**config.mk**
```make
export PLATFORM = sky130hd
export DESIGN_NAME = ddr_refresh_seq
export DESIGN_NICKNAME = d
export VERILOG_FILES = /design/src/rtl/ddr_ref_pkg.sv /design/src/rtl/ddr_ref_interval.sv /design/src/rtl/ddr_ref_owed.sv /design/src/rtl/ddr_ref_cmd.sv /design/src/rtl/ddr_refresh_seq.sv
export SDC_FILE = /design/constraint.sdc
export NUM_CORES = 1
export LEC_CHECK = 0
export ABC_AREA = 1
export CAP_MARGIN = 10
export CORE_UTILIZATION = 50
export CTS_CLUSTER_SIZE = 16
export DETAILED_ROUTE_END_ITERATION = 16
export PLACE_DENSITY = 0.86
export SYNTH_ARGS = -nofsm -noshare
export SYNTH_HDL_FRONTEND = slang
export SYNTH_SLANG_ARGS = --single-unit
```
**constraint.sdc**
```tcl
create_clock -name clk_i -period 2.2 [get_ports clk_i]
set_input_delay 0.33 -clock clk_i [delete_from_list [all_inputs] [get_ports clk_i]]
set_output_delay 0.33 -clock clk_i [all_outputs]
set_load 0.005 [all_outputs]
```
**src/rtl/ddr_ref_pkg.sv**
```systemverilog
package ddr_ref_pkg;
  typedef enum logic [2:0] {CMD_NOP, CMD_PRE, CMD_REF, CMD_SRE, CMD_HOLD} cmd_e;
  typedef enum logic [2:0] {ST_IDLE, ST_PRE, ST_REF, ST_REC, ST_SRE, ST_SR, ST_NOREF} st_e;
endpackage

```
**src/rtl/ddr_ref_interval.sv**
```systemverilog
module ddr_ref_interval #(
  parameter int IVL_W = 16
) (
  input  logic             clk_i,
  input  logic             rst_ni,
  input  logic [IVL_W-1:0] ivl_i,
  input  logic             hold_i,
  output logic             tick_o
);
  logic [IVL_W-1:0] cnt_q;
  logic             run;

  assign run    = (ivl_i != '0) && !hold_i;
  // >= so that lowering ivl_i mid-count still wraps promptly
  assign tick_o = run && (cnt_q >= ivl_i - IVL_W'(1));

  always_ff @(posedge clk_i or negedge rst_ni) begin
    if (!rst_ni)              cnt_q <= '0;
    else if (!run || tick_o)  cnt_q <= '0;
    else                      cnt_q <= cnt_q + IVL_W'(1);
  end

  AST_NO_TICK_DISABLED: assert property (@(posedge clk_i) disable iff (!rst_ni)
    (ivl_i == '0) |-> !tick_o);
endmodule

```
**src/rtl/ddr_ref_owed.sv**
```systemverilog
module ddr_ref_owed #(
  parameter int POST_MAX = 8,
  localparam int OW = $clog2(POST_MAX + 1)
) (
  input  logic clk_i,
  input  logic rst_ni,
  input  logic tick_i,
  input  logic done_i,
  output logic pending_o,
  output logic full_o
);
  logic [OW-1:0] owed_q;

  assign pending_o = owed_q != '0;
  assign full_o    = owed_q == OW'(POST_MAX);

  always_ff @(posedge clk_i or negedge rst_ni) begin
    if (!rst_ni)                         owed_q <= '0;
    else if (tick_i && !done_i && !full_o) owed_q <= owed_q + OW'(1);
    else if (done_i && !tick_i)          owed_q <= owed_q - OW'(1);
  end

  AST_OWED_LE_MAX: assert property (@(posedge clk_i) disable iff (!rst_ni)
    owed_q <= OW'(POST_MAX));
  AST_OWED_STEP: assert property (@(posedge clk_i) disable iff (!rst_ni)
    (owed_q != $past(owed_q)) |->
      (owed_q == $past(owed_q) + OW'(1) || owed_q == $past(owed_q) - OW'(1)));
  AST_NO_UNDERFLOW: assert property (@(posedge clk_i) disable iff (!rst_ni)
    done_i |-> pending_o);
endmodule

```
**src/rtl/ddr_ref_cmd.sv**
```systemverilog
module ddr_ref_cmd
  import ddr_ref_pkg::*;
#(
  parameter int NUM_CS = 4,
  parameter int NGRP   = 3,
  localparam int GW    = $clog2(NGRP),
  localparam int PER_G = (NUM_CS + NGRP - 1) / NGRP
) (
  input  cmd_e              cmd_i,
  input  logic [GW-1:0]     grp_i,
  output logic [NUM_CS-1:0] cs_n_o,
  output logic              ras_n_o,
  output logic              cas_n_o,
  output logic              we_n_o,
  output logic              cke_o
);
  for (genvar i = 0; i < NUM_CS; i++) begin : g_cs
    localparam logic [GW-1:0] MY_GRP = GW'(i % NGRP);
    always_comb begin
      unique case (cmd_i)
        CMD_PRE, CMD_REF: cs_n_o[i] = (grp_i != MY_GRP);
        CMD_SRE:          cs_n_o[i] = 1'b0;
        default:          cs_n_o[i] = 1'b1;
      endcase
    end
  end

  always_comb begin
    ras_n_o = 1'b1;
    cas_n_o = 1'b1;
    we_n_o  = 1'b1;
    unique case (cmd_i)
      CMD_PRE: begin ras_n_o = 1'b0; we_n_o = 1'b0; end
      CMD_REF, CMD_SRE: begin ras_n_o = 1'b0; cas_n_o = 1'b0; end
      default: ;
    endcase
  end

  assign cke_o = !(cmd_i == CMD_SRE || cmd_i == CMD_HOLD);

  always_comb begin
    if (cke_o) AST_GROUP_LIMIT: assert ($countones(~cs_n_o) <= PER_G);
  end
endmodule

```
**src/rtl/ddr_refresh_seq.sv**
```systemverilog
module ddr_refresh_seq
  import ddr_ref_pkg::*;
#(
  parameter int NUM_CS   = 4,
  parameter int NGRP     = 3,
  parameter int IVL_W    = 16,
  parameter int REC_W    = 6,
  parameter int EXT_W    = 4,
  parameter int POST_MAX = 8
) (
  input  logic              clk_i,
  input  logic              rst_ni,
  input  logic [IVL_W-1:0]  ivl_i,
  input  logic [REC_W-1:0]  rec_i,
  input  logic [EXT_W-1:0]  ext_i,
  input  logic              acc_pend_i,
  input  logic              acc_idle_i,
  input  logic              sleep_req_i,
  input  logic              sr_en_i,
  output logic [NUM_CS-1:0] cs_n_o,
  output logic              ras_n_o,
  output logic              cas_n_o,
  output logic              we_n_o,
  output logic              cke_o,
  output logic              busy_o
);
  localparam int GW    = $clog2(NGRP);
  localparam int SUM_W = ((REC_W > EXT_W) ? REC_W : EXT_W) + 1;
  localparam logic [GW-1:0] LAST = GW'(NGRP - 1);

  st_e              st_q, st_d;
  logic [GW-1:0]    step_q, step_d;
  logic [SUM_W-1:0] rec_q, rec_d, rec_sum;
  logic             tick, pending, full, done, hold;
  cmd_e             cmd;

  assign rec_sum = SUM_W'(rec_i) + SUM_W'(ext_i);
  assign hold    = st_q inside {ST_SRE, ST_SR, ST_NOREF};
  assign done    = (st_q == ST_REF) && (step_q == LAST);
  assign busy_o  = st_q != ST_IDLE;

  ddr_ref_interval #(.IVL_W(IVL_W)) u_ivl (
    .clk_i, .rst_ni, .ivl_i, .hold_i(hold), .tick_o(tick)
  );

  ddr_ref_owed #(.POST_MAX(POST_MAX)) u_owed (
    .clk_i, .rst_ni, .tick_i(tick), .done_i(done),
    .pending_o(pending), .full_o(full)
  );

  // precharge phase is shared by refresh and self-refresh entry; sleep_q picks the exit
  logic sleep_q, sleep_d;

  always_comb begin
    st_d    = st_q;
    step_d  = step_q;
    rec_d   = rec_q;
    sleep_d = sleep_q;
    unique case (st_q)
      ST_IDLE: begin
        step_d = '0;
        if (sleep_req_i && acc_idle_i) begin
          sleep_d = 1'b1;
          st_d    = sr_en_i ? ST_PRE : ST_NOREF;
        end else if (pending && acc_idle_i && (!acc_pend_i || full)) begin
          sleep_d = 1'b0;
          st_d    = ST_PRE;
        end
      end
      ST_PRE: begin
        if (step_q == LAST) begin
          step_d = '0;
          st_d   = sleep_q ? ST_SRE : ST_REF;
        end else step_d = step_q + GW'(1);
      end
      ST_REF: begin
        if (step_q == LAST) begin
          step_d = '0;
          rec_d  = rec_sum;
          st_d   = (rec_sum == '0) ? ST_IDLE : ST_REC;
        end else step_d = step_q + GW'(1);
      end
      ST_REC: begin
        rec_d = rec_q - SUM_W'(1);
        if (rec_q <= SUM_W'(1)) st_d = ST_IDLE;
      end
      ST_SRE: st_d = ST_SR;
      ST_SR: begin
        if (!sleep_req_i) begin
          rec_d = rec_sum;
          st_d  = (rec_sum == '0) ? ST_IDLE : ST_REC;
        end
      end
      ST_NOREF: if (!sleep_req_i) st_d = ST_IDLE;
      default: st_d = ST_IDLE;
    endcase
  end

  always_ff @(posedge clk_i or negedge rst_ni) begin
    if (!rst_ni) begin
      st_q    <= ST_IDLE;
      step_q  <= '0;
      rec_q   <= '0;
      sleep_q <= 1'b0;
    end else begin
      st_q    <= st_d;
      step_q  <= step_d;
      rec_q   <= rec_d;
      sleep_q <= sleep_d;
    end
  end

  always_comb begin
    unique case (st_q)
      ST_PRE:  cmd = CMD_PRE;
      ST_REF:  cmd = CMD_REF;
      ST_SRE:  cmd = CMD_SRE;
      ST_SR:   cmd = CMD_HOLD;
      default: cmd = CMD_NOP;
    endcase
  end

  ddr_ref_cmd #(.NUM_CS(NUM_CS), .NGRP(NGRP)) u_cmd (
    .cmd_i(cmd), .grp_i(step_q), .cs_n_o, .ras_n_o, .cas_n_o, .we_n_o, .cke_o
  );

  AST_START_IDLE: assert property (@(posedge clk_i) disable iff (!rst_ni)
    $rose(busy_o) |-> $past(acc_idle_i));
  AST_DEFER_PEND: assert property (@(posedge clk_i) disable iff (!rst_ni)
    ($rose(busy_o) && $past(acc_pend_i) && !$past(sleep_req_i)) |-> $past(full));
  AST_CMD_BUSY: assert property (@(posedge clk_i) disable iff (!rst_ni)
    (cs_n_o != '1) |-> busy_o);
  AST_CKE_SLEEP: assert property (@(posedge clk_i) disable iff (!rst_ni)
    !cke_o |-> busy_o);
  AST_SR_EXIT: assert property (@(posedge clk_i) disable iff (!rst_ni)
    $rose(cke_o) |-> $past(!sleep_req_i));
endmodule

```
Yosys cells after proc, flatten, opt, wreduce, memory -nomap -nowiden
Cells that the tools add are included.
{"block": "word_totals", "ff_bits": 33, "input_bits": 32}
{"block": "op_classes", "addsub": 7, "order_cmp": 2, "eq_ne": 20, "n_mux": 28, "n_reduce_logical": 37}
{"op": "two-way mux 3 bit", "count": 9}
{"op": "one-hot mux 3 bit (7 select lines)", "count": 1}
{"op": "one-hot mux 7 bit (3 select lines)", "count": 1}
{"op": "adder 16 x 1 -> 16 bit, second input constant", "count": 1}
{"op": ">= comparator 16 bit", "count": 1}
{"op": "two-way mux 16 bit", "count": 1}
{"op": "nonzero test 16 bit", "count": 1}
{"op": "subtractor 16 x 1 -> 16 bit, second input constant", "count": 1}
{"op": "two-way mux 7 bit", "count": 2}
{"op": "== test 3 x 2 -> 1 bit, second input constant", "count": 4}
{"op": "== test 3 bit, second input constant", "count": 4}
{"op": "one-hot mux 3 bit (4 select lines)", "count": 1}
{"op": "inequality test 2 bit, second input constant", "count": 5}
{"op": "logical AND 1 bit", "count": 9}
{"op": "nonzero test 3 bit", "count": 3}
{"op": "two-way mux 4 bit", "count": 2}
{"op": "nonzero test 2 bit", "count": 4}
{"op": "adder 6 x 4 -> 7 bit", "count": 1}
{"op": "<= comparator 7 x 1 -> 1 bit, second input constant", "count": 1}
{"op": "logical NOT 1 bit", "count": 7}
{"op": "logical NOT 7 bit", "count": 1}
{"op": "subtractor 7 x 1 -> 7 bit, second input constant", "count": 1}
{"op": "== test 3 x 1 -> 1 bit, second input constant", "count": 2}
{"op": "one-hot mux 1 bit (2 select lines)", "count": 3}
{"op": "other kinds (18)", "count": 28}

Depth between registers and ports, before layout
{"block": "logic_depth", "depth_word": 9, "mapped_depth": 26, "depth_no_buf": 26}

By module
Synthesis repeated with hierarchy kept, for this count alone.
{"block": "hier_totals", "cells_unflattened": 464, "area_unflattened_um2": 3360.7}
{"mod": "ddr_ref_interval", "instances": 1, "cells_each": 227, "area_per_inst_um2": 1691.6}
{"mod": "ddr_refresh_seq", "instances": 1, "cells_each": 177, "area_per_inst_um2": 1262.5}
{"mod": "ddr_ref_owed", "instances": 1, "cells_each": 39, "area_per_inst_um2": 314.1}
{"mod": "ddr_ref_cmd", "instances": 1, "cells_each": 21, "area_per_inst_um2": 92.6}

Worst setup path before layout
Ideal clock, no wire load.
{"block": "synth_timing", "kind": "input -> register", "from": "input ivl_i[0]", "to": "register u_owed.owed_q[3]", "setup_time_ns": 0.117, "t_arrival_ns": 3.120, "setup_slack_ns": -1.038, "cell_stages": 22, "n_path_buf": 0, "cell_sequence": "inv_1 -> ha_1 -> nand2_1 -> nor4_1 -> nand3_1 -> xor2_1 -> inv_1 -> ha_1 -> nand2_1 -> nor3_1 -> nand2_1 -> nand2_1 -> nand3_1 -> ha_1 -> nand2_1 -> nand2_1 -> a31oi_1 -> inv_1 -> nand2_1 -> nand3_1 -> nand2_1 -> nand2_1"}
{"block": "synth_between", "elab_chain_cells": 6, "elab_cells_between_ends": 11, "classes_between": "1 x add/sub; 1 x order compare; 1 x mux; 8 x reduce/logical"}
{"element": "start, declared", "line": "ddr_refresh_seq.sv:13", "source": "input logic [IVL_W-1:0] ivl_i,"}
{"element": "subtractor 16 x 1 -> 16 bit / nonzero test 16 bit (equally long branches)", "line": "ddr_ref_interval.sv:15, ddr_ref_interval.sv:13"}
{"element": ">= comparator 16 bit / logical AND 1 bit (equally long branches)", "line": "ddr_ref_interval.sv:15, ddr_ref_interval.sv:13"}
{"element": "logical AND 1 bit (*)", "line": "ddr_ref_interval.sv:15", "source": "assign tick_o = run && (cnt_q >= ivl_i - IVL_W'(1));"}
{"element": "logical AND 1 bit / logical NOT 1 bit (equally long branches)", "line": "ddr_ref_owed.sv:19, ddr_ref_owed.sv:20"}
{"element": "logical AND 1 bit (on tied branches)", "line": "ddr_ref_owed.sv:19, ddr_ref_owed.sv:20"}
{"element": "two-way mux 4 bit / nonzero test 2 bit (equally long branches)"}
{"element": "end signal, assigned", "line": "ddr_ref_owed.sv:19", "source": "else if (tick_i && !done_i && !full_o) owed_q <= owed_q + OW'(1);"}
{"element": "end signal, assigned", "line": "ddr_ref_owed.sv:20", "source": "else if (done_i && !tick_i) owed_q <= owed_q - OW'(1);"}
{"element": "end, declared", "line": "ddr_ref_owed.sv:12", "source": "logic [OW-1:0] owed_q;"}
Every way passes the cells marked *; elsewhere a longest branch is shown, timed or not.
A chain may end at the register's enable or synchronous reset.

Worst setup path in the final report
{"block": "layout_timing", "from": "input ivl_i[1]", "to": "register u_owed.owed_q[3]"}
Same word-level chain as after synthesis.

==> flow_metrics.tcl <==
set metrics [dict create \
    yosysUniqueCellTypes 34 \
    ys_seq_area_share_pct 28.3 \
    nNetsFinal 588 \
    die_y_um 78.4 \
    peakVddDrop_v 0.000766 \
    diodes 0 \
    grt_usage_pct 24.8 \
    route.detailed.drc 0 \
    async_flop_share_pct 100 \
    dr_total_vias 3166 \
    synthFlopType "dfrtp_1" \
    root_buffer "clkbuf_8" \
    start_kind "input pin" \
    drive_above_1_share_pct 27.8 \
    dp.cells 577 \
    fin_ws_ns -0.896 \
    timing.hold.ws_ns 0.442 \
    grt_overflow_total 0 \
    clkSinkCount 33 \
    cts_hold_buffers 0 \
    first_pass_iters 5 \
    p_int_mw 2.03 \
    synthTopCellsByArea "dfrtp_1 28%, nand2_1 12%, ha_1 12%" \
    cp_max_fo 3 \
    hpwl_um 5420 \
    synth_cells 418 \
    worstPathArrival_ns 3.27 \
    antenna_found_initial 0 \
    critPathRequiredTime_ns 2.37 \
    critPathKind "input pin to flip-flop" \
    wire_per_inst_um 13.0 \
    synth-edff-count 0 \
    viasPerCell 5.28 \
    grt_pass1_vias 3011 \
    hold_violations 0 \
    end_kind "flip-flop" \
    place.gp.congestion 0.884 \
    numCtsBuffers 5 \
    timing.rr.start "u_ivl.cnt_q[8]" \
    fmax_mhz 323 \
    grt_pass1_wl_um 12300 \
    switching_share_pct 44.8 \
    min_period_over_period_pct 141 \
    p_comb_share_pct 60.6 \
    fin_skew_ns 0.00605 \
    setup_violations 20 \
    synth_warnings 0 \
    avgSynthCellArea_um2 6.98 \
    status "finished with violations" \
    initial_core_util_pct 52.4 \
    drv_slew 0 \
    power.share.sequential_pct 27.3 \
    cts_max_path_buffers 2 \
    drt_iter0_markers 151 \
    clockPowerShare_pct 12.2 \
    tightest_slew_ns 0.430 \
    syn_area_um2 2920 \
    yosys-top-cells-count "96 x nand2_1, 72 x inv_1, 48 x nor2_1" \
    core_area_um2 5570 \
    yosysMostFrequentCell "nand2_1" \
    cts_tree "built" \
    synth_area_leader_cell "dfrtp_1" \
    min_path_type "input pin to async pin" \
    power_switching_mw 1.65 \
    stdcell_count 600 \
    leakagePower_nw 2.10 \
    rsz0062_at_grt "yes" \
    violations "setup timing" \
    clk_latency_ns 0.29 \
    dieArea_um2 6150 \
    fin_crit_ns 3.10 \
    wl_um 7790 \
    setup_tns_ns -9.98 \
    startpoint "ivl_i[1]" \
    p_per_area_nw_per_um2 880 \
    ant_nets 0 \
    finalPower_mw 3.68 \
    slew-limit-headroom_pct 71.3 \
    maxCapViolCount 0 \
    areaGrowthSynthToFinish_pct 43.2 \
    io_pins 41 \
    synth-seq-cells 33 \
    rows 27 \
    yosys.area.top_type_share_pct 28.3 \
    die_w_um 78.4 \
    post-route-util_pct 75.0 \
    htree_levels 2 \
    clkTransAtPathRegs_ns 0.07 \
    grt_max_degree 34 \
    io_buffers 40 \
    synth.net_count 479 \
]
[flip-flops by register name, indices dropped and copies added, names as in the netlist]
name,flops
st_q,3
u_owed.owed_q,4
u_ivl.cnt_q,16
rec_q,7
step_q,2
sleep_q,1
[cell families after synthesis]
| logic type | count (synthesis) | share of synthesized area (%) |
|---|---|---|
| flip-flops | 33 | 28.3 |
| AND/OR/NAND/NOR | 200 | 30.3 |
| adder cells (fa/ha/maj) | 29 | 12.9 |
| buffers and inverters | 79 | 10.8 |
| AO/OA/AOI/OAI | 54 | 10.7 |
| XOR/XNOR | 23 | 6.90 |
[layout make-up]
class | instances | area, um2
sequential | 33 | 828
multi-input combinational | 306 | 2010
fill | 419 | 1400
timing repair buffer | 106 | 885
tap | 72 | 90.1
inverter | 75 | 284
clock inverter | 2 | 10.0
clock buffer | 6 | 72.6
[worst paths after layout]
path / cells past startpoint / end / slack (ns)
max: 22 / u_owed.owed_q[3] / -0.90
min reg2reg: 2 / u_ivl.cnt_q[0] / 0.54
max in group asynchronous: 2 / st_q[1] / 1.41
max reg2reg: 13 / u_owed.owed_q[3] / -0.29
min in group clk_i: 2 / u_ivl.cnt_q[0] / 0.54
min: 2 / u_owed.owed_q[1] / 0.44
[power by group through the flow]
stage          Clock [mW]  Combinational [mW]  Sequential [mW]
6_report            0.448                2.23             1.00
5_1_grt             0.472                2.48             1.03
4_1_cts             0.450                1.99            0.986
3_5_place_dp            0                1.92            0.988
3_3_place_gp            0                1.83            0.980
2_1_floorplan           0                1.27            0.957
[layer usage]
layer	part of all wire, %	track usage (%)	up-vias
li1	-	-	1561
met1	41	28.5	1460
met2	51	46.3	119
met3	4.6	3.02	26
met4	3.1	9.81	0
met5	0	0	-
[worst max-delay path: stages]
cell and delay, ns:
buf_6 0.10, nor3_4 0.20, nand3_2 0.13, nor2_4 0.11, nand2_2 0.08, nor2_4 0.11
nand4_1 0.12, xor2_1 0.18, inv_1 0.09, ha_4 0.29, nand2_4 0.06, nor3_4 0.19
nand2_2 0.09, nand2_2 0.09, nand3_4 0.09, ha_4 0.26, nand2_2 0.06, nand2_2 0.07
a31oi_4 0.19, nand4_1 0.19, nand4_1 0.14, nand2_1 0.08
[cell usage in the layout, fill, tap and decap left out, types with 11 or more instances in the layout]
cell and instances:
clkdlybuf4s50_1 26, o21ai_0 15, ha_1 24, inv_1 62, dfrtp_1 31, inv_2 12
buf_4 65, nor2_1 37, a21oi_1 19, nor2_2 11, nand3_1 20, nand2_1 82
nand2_2 12, xor2_1 16
[through the flow]
stage | worst slack, ns | cell area, um2
5_1_grt | -1.07 | 4180
2_1_floorplan | -0.760 | 2980
6_report | -0.896 | 4180
4_1_cts | -0.817 | 4010
3_3_place_gp | -1.30 | 3810
3_5_place_dp | -1.50 | 3810
[timing repair]
action                                  in CTS  in global routing
endpoints found under the setup margin      25                 26
gates resized for setup                     49                 42
pin swaps                                   23                 35
setup buffers                                6                  9
hold endpoints to repair                     0                  0
Power figures use the tool's default switching activity.
